===== config.mk =====
export PLATFORM = sky130hd
export DESIGN_NAME = sync_serial_rx
export DESIGN_NICKNAME = d
export VERILOG_FILES = /design/src/rtl/srx_pkg.sv /design/src/rtl/srx_clk_source.sv /design/src/rtl/srx_shifter.sv /design/src/rtl/srx_status.sv /design/src/rtl/sync_serial_rx.sv
export SDC_FILE = /design/constraint.sdc
export NUM_CORES = 1
export LEC_CHECK = 0
export BUFFER_PORTS_ARGS = -buffer_cell sky130_fd_sc_hd__buf_2
export CAP_MARGIN = 20
export CORE_ASPECT_RATIO = 1.5
export CORE_MARGIN = 1.5
export CORE_UTILIZATION = 45
export DETAILED_ROUTE_END_ITERATION = 7
export HOLD_SLACK_MARGIN = 0.05
export PLACE_DENSITY = 0.62
export SYNTH_ARGS = -nofsm -noshare
export SYNTH_HDL_FRONTEND = slang
export SYNTH_HIERARCHICAL = 1
export SYNTH_SLANG_ARGS = --single-unit

===== constraint.sdc =====
create_clock -name clk -period 1.4 [get_ports clk]
set_input_delay 0.14 -clock clk [delete_from_list [all_inputs] [get_ports clk]]
set_output_delay 0.14 -clock clk [all_outputs]
set_load 0.005 [all_outputs]

===== src/rtl/srx_pkg.sv =====
package srx_pkg;
  typedef enum logic {
    SRC_INTERNAL = 1'b0,
    SRC_EXTERNAL = 1'b1
  } clk_src_e;
endpackage


===== src/rtl/srx_clk_source.sv =====
module srx_clk_source #(
  parameter int CLK_DIV     = 4,
  parameter int SYNC_STAGES = 2
) (
  input  logic              clk,
  input  logic              rst,
  input  srx_pkg::clk_src_e src,
  input  logic              run,
  input  logic              sclk_in,
  input  logic              sdata_in,
  output logic              sclk_out,
  output logic              sample,
  output logic              sample_bit
);
  import srx_pkg::*;

  localparam int DIV_W = (CLK_DIV > 1) ? $clog2(CLK_DIV) : 1;

  logic [DIV_W-1:0]       div_cnt;
  logic                   sclk_q;
  logic                   div_end;
  logic [SYNC_STAGES-1:0] clk_sync;
  logic [SYNC_STAGES-1:0] dat_sync;
  logic                   ext_prev;
  logic                   int_rise;
  logic                   ext_rise;

  assign div_end = (div_cnt == DIV_W'(CLK_DIV - 1));

  // generated clock: free-running divider, parked low when not running
  always_ff @(posedge clk) begin
    if (rst || !run || src == SRC_EXTERNAL) begin
      div_cnt <= '0;
      sclk_q  <= 1'b0;
    end else if (div_end) begin
      div_cnt <= '0;
      sclk_q  <= ~sclk_q;
    end else begin
      div_cnt <= div_cnt + 1'b1;
    end
  end

  // external clock and data share one synchronizer depth
  always_ff @(posedge clk) begin
    if (rst) begin
      clk_sync <= '0;
      dat_sync <= '0;
      ext_prev <= 1'b0;
    end else begin
      clk_sync <= {clk_sync[SYNC_STAGES-2:0], sclk_in};
      dat_sync <= {dat_sync[SYNC_STAGES-2:0], sdata_in};
      ext_prev <= clk_sync[SYNC_STAGES-1];
    end
  end

  assign int_rise   = run && (src == SRC_INTERNAL) && div_end && !sclk_q;
  assign ext_rise   = run && clk_sync[SYNC_STAGES-1] && !ext_prev;
  assign sample     = (src == SRC_EXTERNAL) ? ext_rise : int_rise;
  assign sample_bit = (src == SRC_EXTERNAL) ? dat_sync[SYNC_STAGES-1] : sdata_in;
  assign sclk_out   = sclk_q;

  AST_CLK_PARKED: assert property (@(posedge clk) disable iff (rst)
    (!run || src == SRC_EXTERNAL) |=> !sclk_out);
  AST_INT_SAMPLE_AT_RISE: assert property (@(posedge clk) disable iff (rst)
    (src == SRC_INTERNAL && sample) |=> sclk_out);
endmodule


===== src/rtl/srx_shifter.sv =====
module srx_shifter #(
  parameter int DATA_W = 8
) (
  input  logic              clk,
  input  logic              rst,
  input  logic              flush,
  input  logic              sample,
  input  logic              sample_bit,
  output logic              frame_done,
  output logic [DATA_W-1:0] frame_byte
);
  localparam int CNT_W = (DATA_W > 1) ? $clog2(DATA_W) : 1;

  logic [CNT_W-1:0]  bit_cnt;
  logic [DATA_W-1:0] shreg;

  always_ff @(posedge clk) begin
    if (rst || flush) begin
      bit_cnt    <= '0;
      shreg      <= '0;
      frame_done <= 1'b0;
    end else begin
      frame_done <= 1'b0;
      if (sample) begin
        shreg <= {sample_bit, shreg[DATA_W-1:1]};
        if (bit_cnt == CNT_W'(DATA_W - 1)) begin
          bit_cnt    <= '0;
          frame_done <= 1'b1;
        end else begin
          bit_cnt <= bit_cnt + 1'b1;
        end
      end
    end
  end

  assign frame_byte = shreg;

  AST_FLUSH_EMPTIES: assert property (@(posedge clk) disable iff (rst)
    flush |=> (bit_cnt == '0 && !frame_done));
  AST_DONE_NEEDS_SAMPLE: assert property (@(posedge clk) disable iff (rst)
    frame_done |-> $past(sample));
endmodule


===== src/rtl/srx_status.sv =====
module srx_status #(
  parameter int DATA_W = 8
) (
  input  logic              clk,
  input  logic              rst,
  input  logic              frame_done,
  input  logic [DATA_W-1:0] frame_byte,
  input  logic              stat_rd,
  input  logic              clr_full,
  input  logic              clr_ovr,
  input  logic              rie,
  output logic [DATA_W-1:0] rx_data,
  output logic              full,
  output logic              ovr,
  output logic              locked,
  output logic              irq_data,
  output logic              irq_err
);
  logic arm_full;
  logic arm_ovr;
  logic take_full_clr;
  logic take_ovr_clr;

  assign take_full_clr = clr_full && arm_full && !frame_done;
  assign take_ovr_clr  = clr_ovr && arm_ovr;

  always_ff @(posedge clk) begin
    if (rst) begin
      rx_data  <= '0;
      full     <= 1'b0;
      ovr      <= 1'b0;
      locked   <= 1'b0;
      arm_full <= 1'b0;
      arm_ovr  <= 1'b0;
    end else begin
      if (frame_done && !full) begin
        rx_data <= frame_byte;
        full    <= 1'b1;
      end else if (take_full_clr) begin
        full <= 1'b0;
      end

      if (take_full_clr)        arm_full <= 1'b0;
      else if (stat_rd && full) arm_full <= 1'b1;

      if (frame_done && full) ovr <= 1'b1;
      else if (take_ovr_clr)  ovr <= 1'b0;

      if (take_ovr_clr)        arm_ovr <= 1'b0;
      else if (stat_rd && ovr) arm_ovr <= 1'b1;

      if (frame_done && full) locked <= 1'b1;
      else if (!full && !ovr) locked <= 1'b0;
    end
  end

  assign irq_data = full && rie;
  assign irq_err  = ovr && rie;

  AST_LOAD_WHEN_EMPTY: assert property (@(posedge clk) disable iff (rst)
    (frame_done && !full) |=> (full && rx_data == $past(frame_byte)));
  AST_OVERRUN_KEEPS: assert property (@(posedge clk) disable iff (rst)
    (frame_done && full) |=> (full && ovr && $stable(rx_data)));
  AST_LOCK_BLOCKS: assert property (@(posedge clk) disable iff (rst)
    locked |-> !frame_done);
  AST_UNARMED_CLEAR: assert property (@(posedge clk) disable iff (rst)
    (full && !arm_full) |=> full);
  AST_DATA_HELD: assert property (@(posedge clk) disable iff (rst)
    !frame_done |=> $stable(rx_data));
endmodule


===== src/rtl/sync_serial_rx.sv =====
module sync_serial_rx #(
  parameter int DATA_W      = 8,
  parameter int CLK_DIV     = 4,
  parameter int SYNC_STAGES = 2
) (
  input  logic              clk,
  input  logic              rst,
  input  logic              ext_mode,
  input  logic              sclk_in,
  input  logic              sdata_in,
  output logic              sclk_out,
  input  logic              rx_en,
  input  logic              rie,
  input  logic              stat_rd,
  input  logic              clr_full,
  input  logic              clr_ovr,
  output logic [DATA_W-1:0] rx_data,
  output logic              full_flag,
  output logic              ovr_flag,
  output logic              irq_data,
  output logic              irq_err
);
  import srx_pkg::*;

  logic              run;
  logic              locked;
  logic              sample;
  logic              sample_bit;
  logic              frame_done;
  logic [DATA_W-1:0] frame_byte;

  assign run = rx_en && !locked;

  srx_clk_source #(
    .CLK_DIV    (CLK_DIV),
    .SYNC_STAGES(SYNC_STAGES)
  ) u_clk (
    .clk       (clk),
    .rst       (rst),
    .src       (clk_src_e'(ext_mode)),
    .run       (run),
    .sclk_in   (sclk_in),
    .sdata_in  (sdata_in),
    .sclk_out  (sclk_out),
    .sample    (sample),
    .sample_bit(sample_bit)
  );

  srx_shifter #(.DATA_W(DATA_W)) u_shift (
    .clk       (clk),
    .rst       (rst),
    .flush     (!run),
    .sample    (sample),
    .sample_bit(sample_bit),
    .frame_done(frame_done),
    .frame_byte(frame_byte)
  );

  srx_status #(.DATA_W(DATA_W)) u_stat (
    .clk       (clk),
    .rst       (rst),
    .frame_done(frame_done),
    .frame_byte(frame_byte),
    .stat_rd   (stat_rd),
    .clr_full  (clr_full),
    .clr_ovr   (clr_ovr),
    .rie       (rie),
    .rx_data   (rx_data),
    .full      (full_flag),
    .ovr       (ovr_flag),
    .locked    (locked),
    .irq_data  (irq_data),
    .irq_err   (irq_err)
  );
endmodule


After elaboration in Yosys (flattened, before gate mapping)
Index checks and enable logic that the tools add are counted.
Operators by class
  add/subtract/negate cells: 2
  multiply operators: 0
  divide/modulo/power cells: 0
  magnitude comparators: 0
  equal/unequal tests: 2
  shift operators: 0
  multiplexer cells: 10
  bitwise gates (word level): 3
  reduce and logical (&&, ||, !) cells: 32
Operator list (count)
  1-bit logical AND: 16
  1-bit two-way mux: 9
  2-bit OR reduction: 4
  1-bit logical NOT: 7
  2-bit nonzero test: 3
  3-bit by 1-bit adder with 3-bit output, second input constant: 1
  3-bit equality test, second input constant: 1
  3-bit two-way mux: 1
  1-bit inverter: 3
  2-bit by 1-bit adder with 2-bit output, second input constant: 1
  2-bit equality test, second input constant: 1
  1-bit logical OR: 2
Storage, ports and cells
  register bits after elaboration: 33
  latch bits: 0
  memory bits (writable): 0
  memory bits (read-only): 0
  input bits: 10
  memories: 0

Depth between registers and ports, before layout
  depth after elaboration: 8
  depth in mapped cells: 6

Cells and area by module
Netlist, hierarchy kept.
By module, submodules not included
  srx_status: instances 1, cells each 57, area an instance 565.5 um^2
  srx_shifter: instances 1, cells each 42, area an instance 449.2 um^2
  srx_clk_source: instances 1, cells each 23, area an instance 284.0 um^2
  sync_serial_rx: instances 1, cells each 2, area an instance 12.5 um^2

Worst setup path before layout
OpenSTA, ideal clock, no wires.
  path kind: register to register
  start: register u_clk.div_cnt[0]
  end: register u_shift.bit_cnt[1]
  arrival: 1179 ps
  data required time: 1283 ps
  setup slack: 104 ps
  stages on the path, launching flop included: 7
  clock period less this slack: 1296 ps
  path through: dfxtp_1 -> ha_1 -> nand4bb_1 -> nand2_1 -> buf_4 -> mux2i_1 -> nor2_1
Between the ends
  longest elaborated chain between the ends: 4
RTL lines
  start, declared: line srx_clk_source.sv:19  | logic [DIV_W-1:0] div_cnt;
  start signal, assigned: line srx_clk_source.sv:39  | div_cnt <= div_cnt + 1'b1;
  2-bit equality test: line srx_clk_source.sv:28  | assign div_end = (div_cnt == DIV_W'(CLK_DIV - 1));
  1-bit logical AND (2 in a row): line srx_clk_source.sv:56  | assign int_rise = run && (src == SRC_INTERNAL) && div_end && !sclk_q;
  1-bit two-way mux: line srx_clk_source.sv:58  | assign sample = (src == SRC_EXTERNAL) ? ext_rise : int_rise;
  via sample: line sync_serial_rx.sv:27  | logic sample;
  end signal, assigned: line srx_shifter.sv:30  | bit_cnt <= bit_cnt + 1'b1;
  end, declared: line srx_shifter.sv:14  | logic [CNT_W-1:0] bit_cnt;
The timed path passes the listed nets, and every way through them passes these cells.
A chain may end at the register's enable or synchronous reset.

Worst setup path after layout
  start: register u_clk.div_cnt[0]
  end: register u_shift.bit_cnt[0]
The elaborated chain is that of the path after synthesis.

==> reports/results.txt <==
RR Startpoint: u_clk/div_cnt[0]
DR vias/cell: 4.85
Hold/Removal Path Class: primary input to flip-flop
Gr usage total: 0.161
Die area: 3250 um^2
FF-to-FF path depth: 5
Seq pwr share: 0.555
Clock sink total: 33
Vias: 912
Core Area: 2730 um^2
Sum Neg Setup Slack: 0 ps
CTS root buf: clkbuf_8
Pwr Total: 1.71 mW
Final worst-path cycle share: 0.940
WL final: 2230 um
Max Freq: 760 MHz
R2R Path End: u_shift/bit_cnt[0]
Max Slew Vio Count: 0
RSZ-0062 raised after global routing: no
Top FF cell, synth: dfxtp_1
Final critical-path required period: 1320 ps
Antenna diode count: 0
RePlAce Congestion: 0.708
Sw Ratio: 0.200
Slew HR: 0.738
Layout Utilization: 0.571
Clock Latency Late Sink: 280 ps
Synth Warn #: 6
Status: finished, final reports clean
GRT overflow: 0
Cell count after synthesis: 124
Final Hold Fails: 0
# setup viols final: 0
Reg2reg setup slack: 80 ps
IO Count: 23
CP max stage delay: 360 ps
WP data required: 1610 ps
Seq cells post-synth: 33
CTS tree: done
P_sw: 341 uW
Max Cap Viol: 0
Setup Skew: 1.97 ps
Internal Power: 1.37 mW
Share of power burned in combinational logic: 0.036
DR iter-0 viols: 22
Die span in y: 69.1 um
First-pass GRT wire length: 3770 um
H-tree depth: 2
Seq/Total Area, Yosys: 0.504
Clock share of power: 0.409
Die X-Extent: 47.1 um
Synth Area per Inst: 10.6 um^2
Synth-to-Final Area Change: 19.1%
Setup WS post-layout: 83.8 ps
Ys async rst share: 0
Clk pin slew, worst setup/hold paths: 60 ps
Critical path arrival: 1530 ps
Max rail drop VDD: 0.715 mV
Number of synthesized flops with an enable pin: 0
Clock Tree Buf Depth: 2
Hold_sp: sclk_in
Commonest non-fill, non-tap cell in the layout: dfxtp_1
Min-Delay Path Depth: 2
Largest area contributor in the netlist: dfxtp_1
Netlist cell types: 29
Initial core utilization: 0.480
Drc violations: 0
Buf/Inv on CP: 0
Crit path max-delay family: simple AND/OR/NAND/NOR gates
Startpoint types: flip-flop
Leakage power total: 0.620 nW
Initial antenna violation count: 0
Detail Placement HPWL: 1600 um
Setup crit end kind: flip-flop
Largest net degree at the start of global routing: 22
DRT Pass-1 Iters: 3
I/O Buffers: 22
Most frequent cells in the layout: dfxtp_1, buf_2, nor2_1
Share of the synthesized area in the top cell type: 0.504
Number of global-route vias before repair: 888
Row Count: 23
Pre-CTS setup slack: 112 ps
Share of cells above drive strength 1: 0.252
Synthesized net count: 137
CP max FO: 2
Synth area leaders: dfxtp_1, nand4bb_1, mux2i_1
Antenna-violating nets left: 0
Pwr/cell area: 1100 nW/um^2
Worst-Margin Slew: 392 ps
Hold WS: 71.4 ps
Mapped Area: 1310 um^2
Critical path's slowest cell: or3b_1
FILL cells: 255
Hold Path Sink: u_clk/clk_sync[0]
Drt wl/cell: 11.9 um
Critical path class: flip-flop to flip-flop
Cell Chain, Critical Path: ha_1, nand4bb_1, nand2_1, or3b_1, a21oi_1
Num CTS Buffers: 5
Total Nets Final: 164
cell usage after synthesis, types with 3 or more instances:
master,n
and2b_1,3
nand2b_1,11
mux2i_1,10
dfxtp_1,33
a21oi_1,5
nor2_1,13
nand2_1,3
ha_1,3
o21ai_1,5
nor3_1,3
nor2b_1,3
o21ai_0,4
nand4bb_1,9
per-layer routing:
metal	part of all wire	wire, um	track usage	up-vias
met4	0.031	70	0.102	0
li1	-	-	-	478
met3	0.043	97	0.0628	8
met2	0.45	1010	0.242	18
met1	0.47	1050	0.180	408
met5	0	0	0	-
metrics by stage:
stage                     instance area [um^2]  cells
after floorplan                           1310    124
after global placement                    1470    181
after detailed placement                  1470    181
after CTS                                 1560    188
after global routing                      1560    188
final                                     1560    188
worst max-delay path by stage:
stage                     start            endpoint  cells after the start
3_3_place_gp      u_stat/locked  u_shift/bit_cnt[0]                      5
2_1_floorplan  u_clk/div_cnt[0]  u_shift/bit_cnt[1]                      6
3_5_place_dp   u_clk/div_cnt[0]  u_shift/bit_cnt[0]                      5
4_1_cts             u_stat/full            irq_data                      2
6_report       u_clk/div_cnt[0]  u_shift/bit_cnt[0]                      5
5_1_grt        u_clk/div_cnt[0]  u_shift/bit_cnt[0]                      5
state kept, by name (all words and copies together), names as in the netlist:
signal	cells
u_clk/clk_sync	2
u_shift/frame_done	1
u_shift/frame_byte	8
u_stat/ovr	1
u_stat/arm_full	1
u_stat/full	1
u_stat/locked	1
u_stat/arm_ovr	1
u_stat/rx_data	8
u_clk/dat_sync	2
u_clk/div_cnt	2
u_shift/bit_cnt	3
u_clk/ext_prev	1
u_clk/sclk_out	1
kinds of logic (layout without fill, tap and decap cells):
group / count (synthesis) / in the layout / synth area share
and+or+nand+nor: 55 / 55 / 0.287
DFF: 33 / 33 / 0.504
AOI/OAI and AO/OA: 15 / 15 / 0.0611
muxes: 11 / 11 / 0.0849
buffers and inverters: 6 / 33 / 0.0277
adders and majority gates: 3 / 3 / 0.0286
xor gates and xnor gates: 1 / 1 / 0.00668
cell type report:
class | count | area [um^2] | area share
clock buffer | 7 | 86.3 | 0.0553
multi-input combinational | 85 | 614 | 0.393
sequential | 33 | 662 | 0.424
tap | 37 | 46.3 | 0.0296
timing repair buffer | 26 | 153 | 0.0978
power by group through the flow:
stage | clock [mW] | combinational, mW | sequential (mW)
2_1_floorplan | 0 | 0.0373 | 0.969
4_1_cts | 0.725 | 0.0633 | 0.949
5_1_grt | 0.766 | 0.0684 | 0.950
6_report | 0.700 | 0.0617 | 0.950
3_5_place_dp | 0 | 0.0629 | 0.970
3_3_place_gp | 0 | 0.0624 | 0.970
what timing repair did:
item	CTS	global route
hold buffers	0	0
gates resized for setup	0	1
buffers inserted	0	0
setup endpoints to repair	0	1
Power figures use the tool's default switching activity.
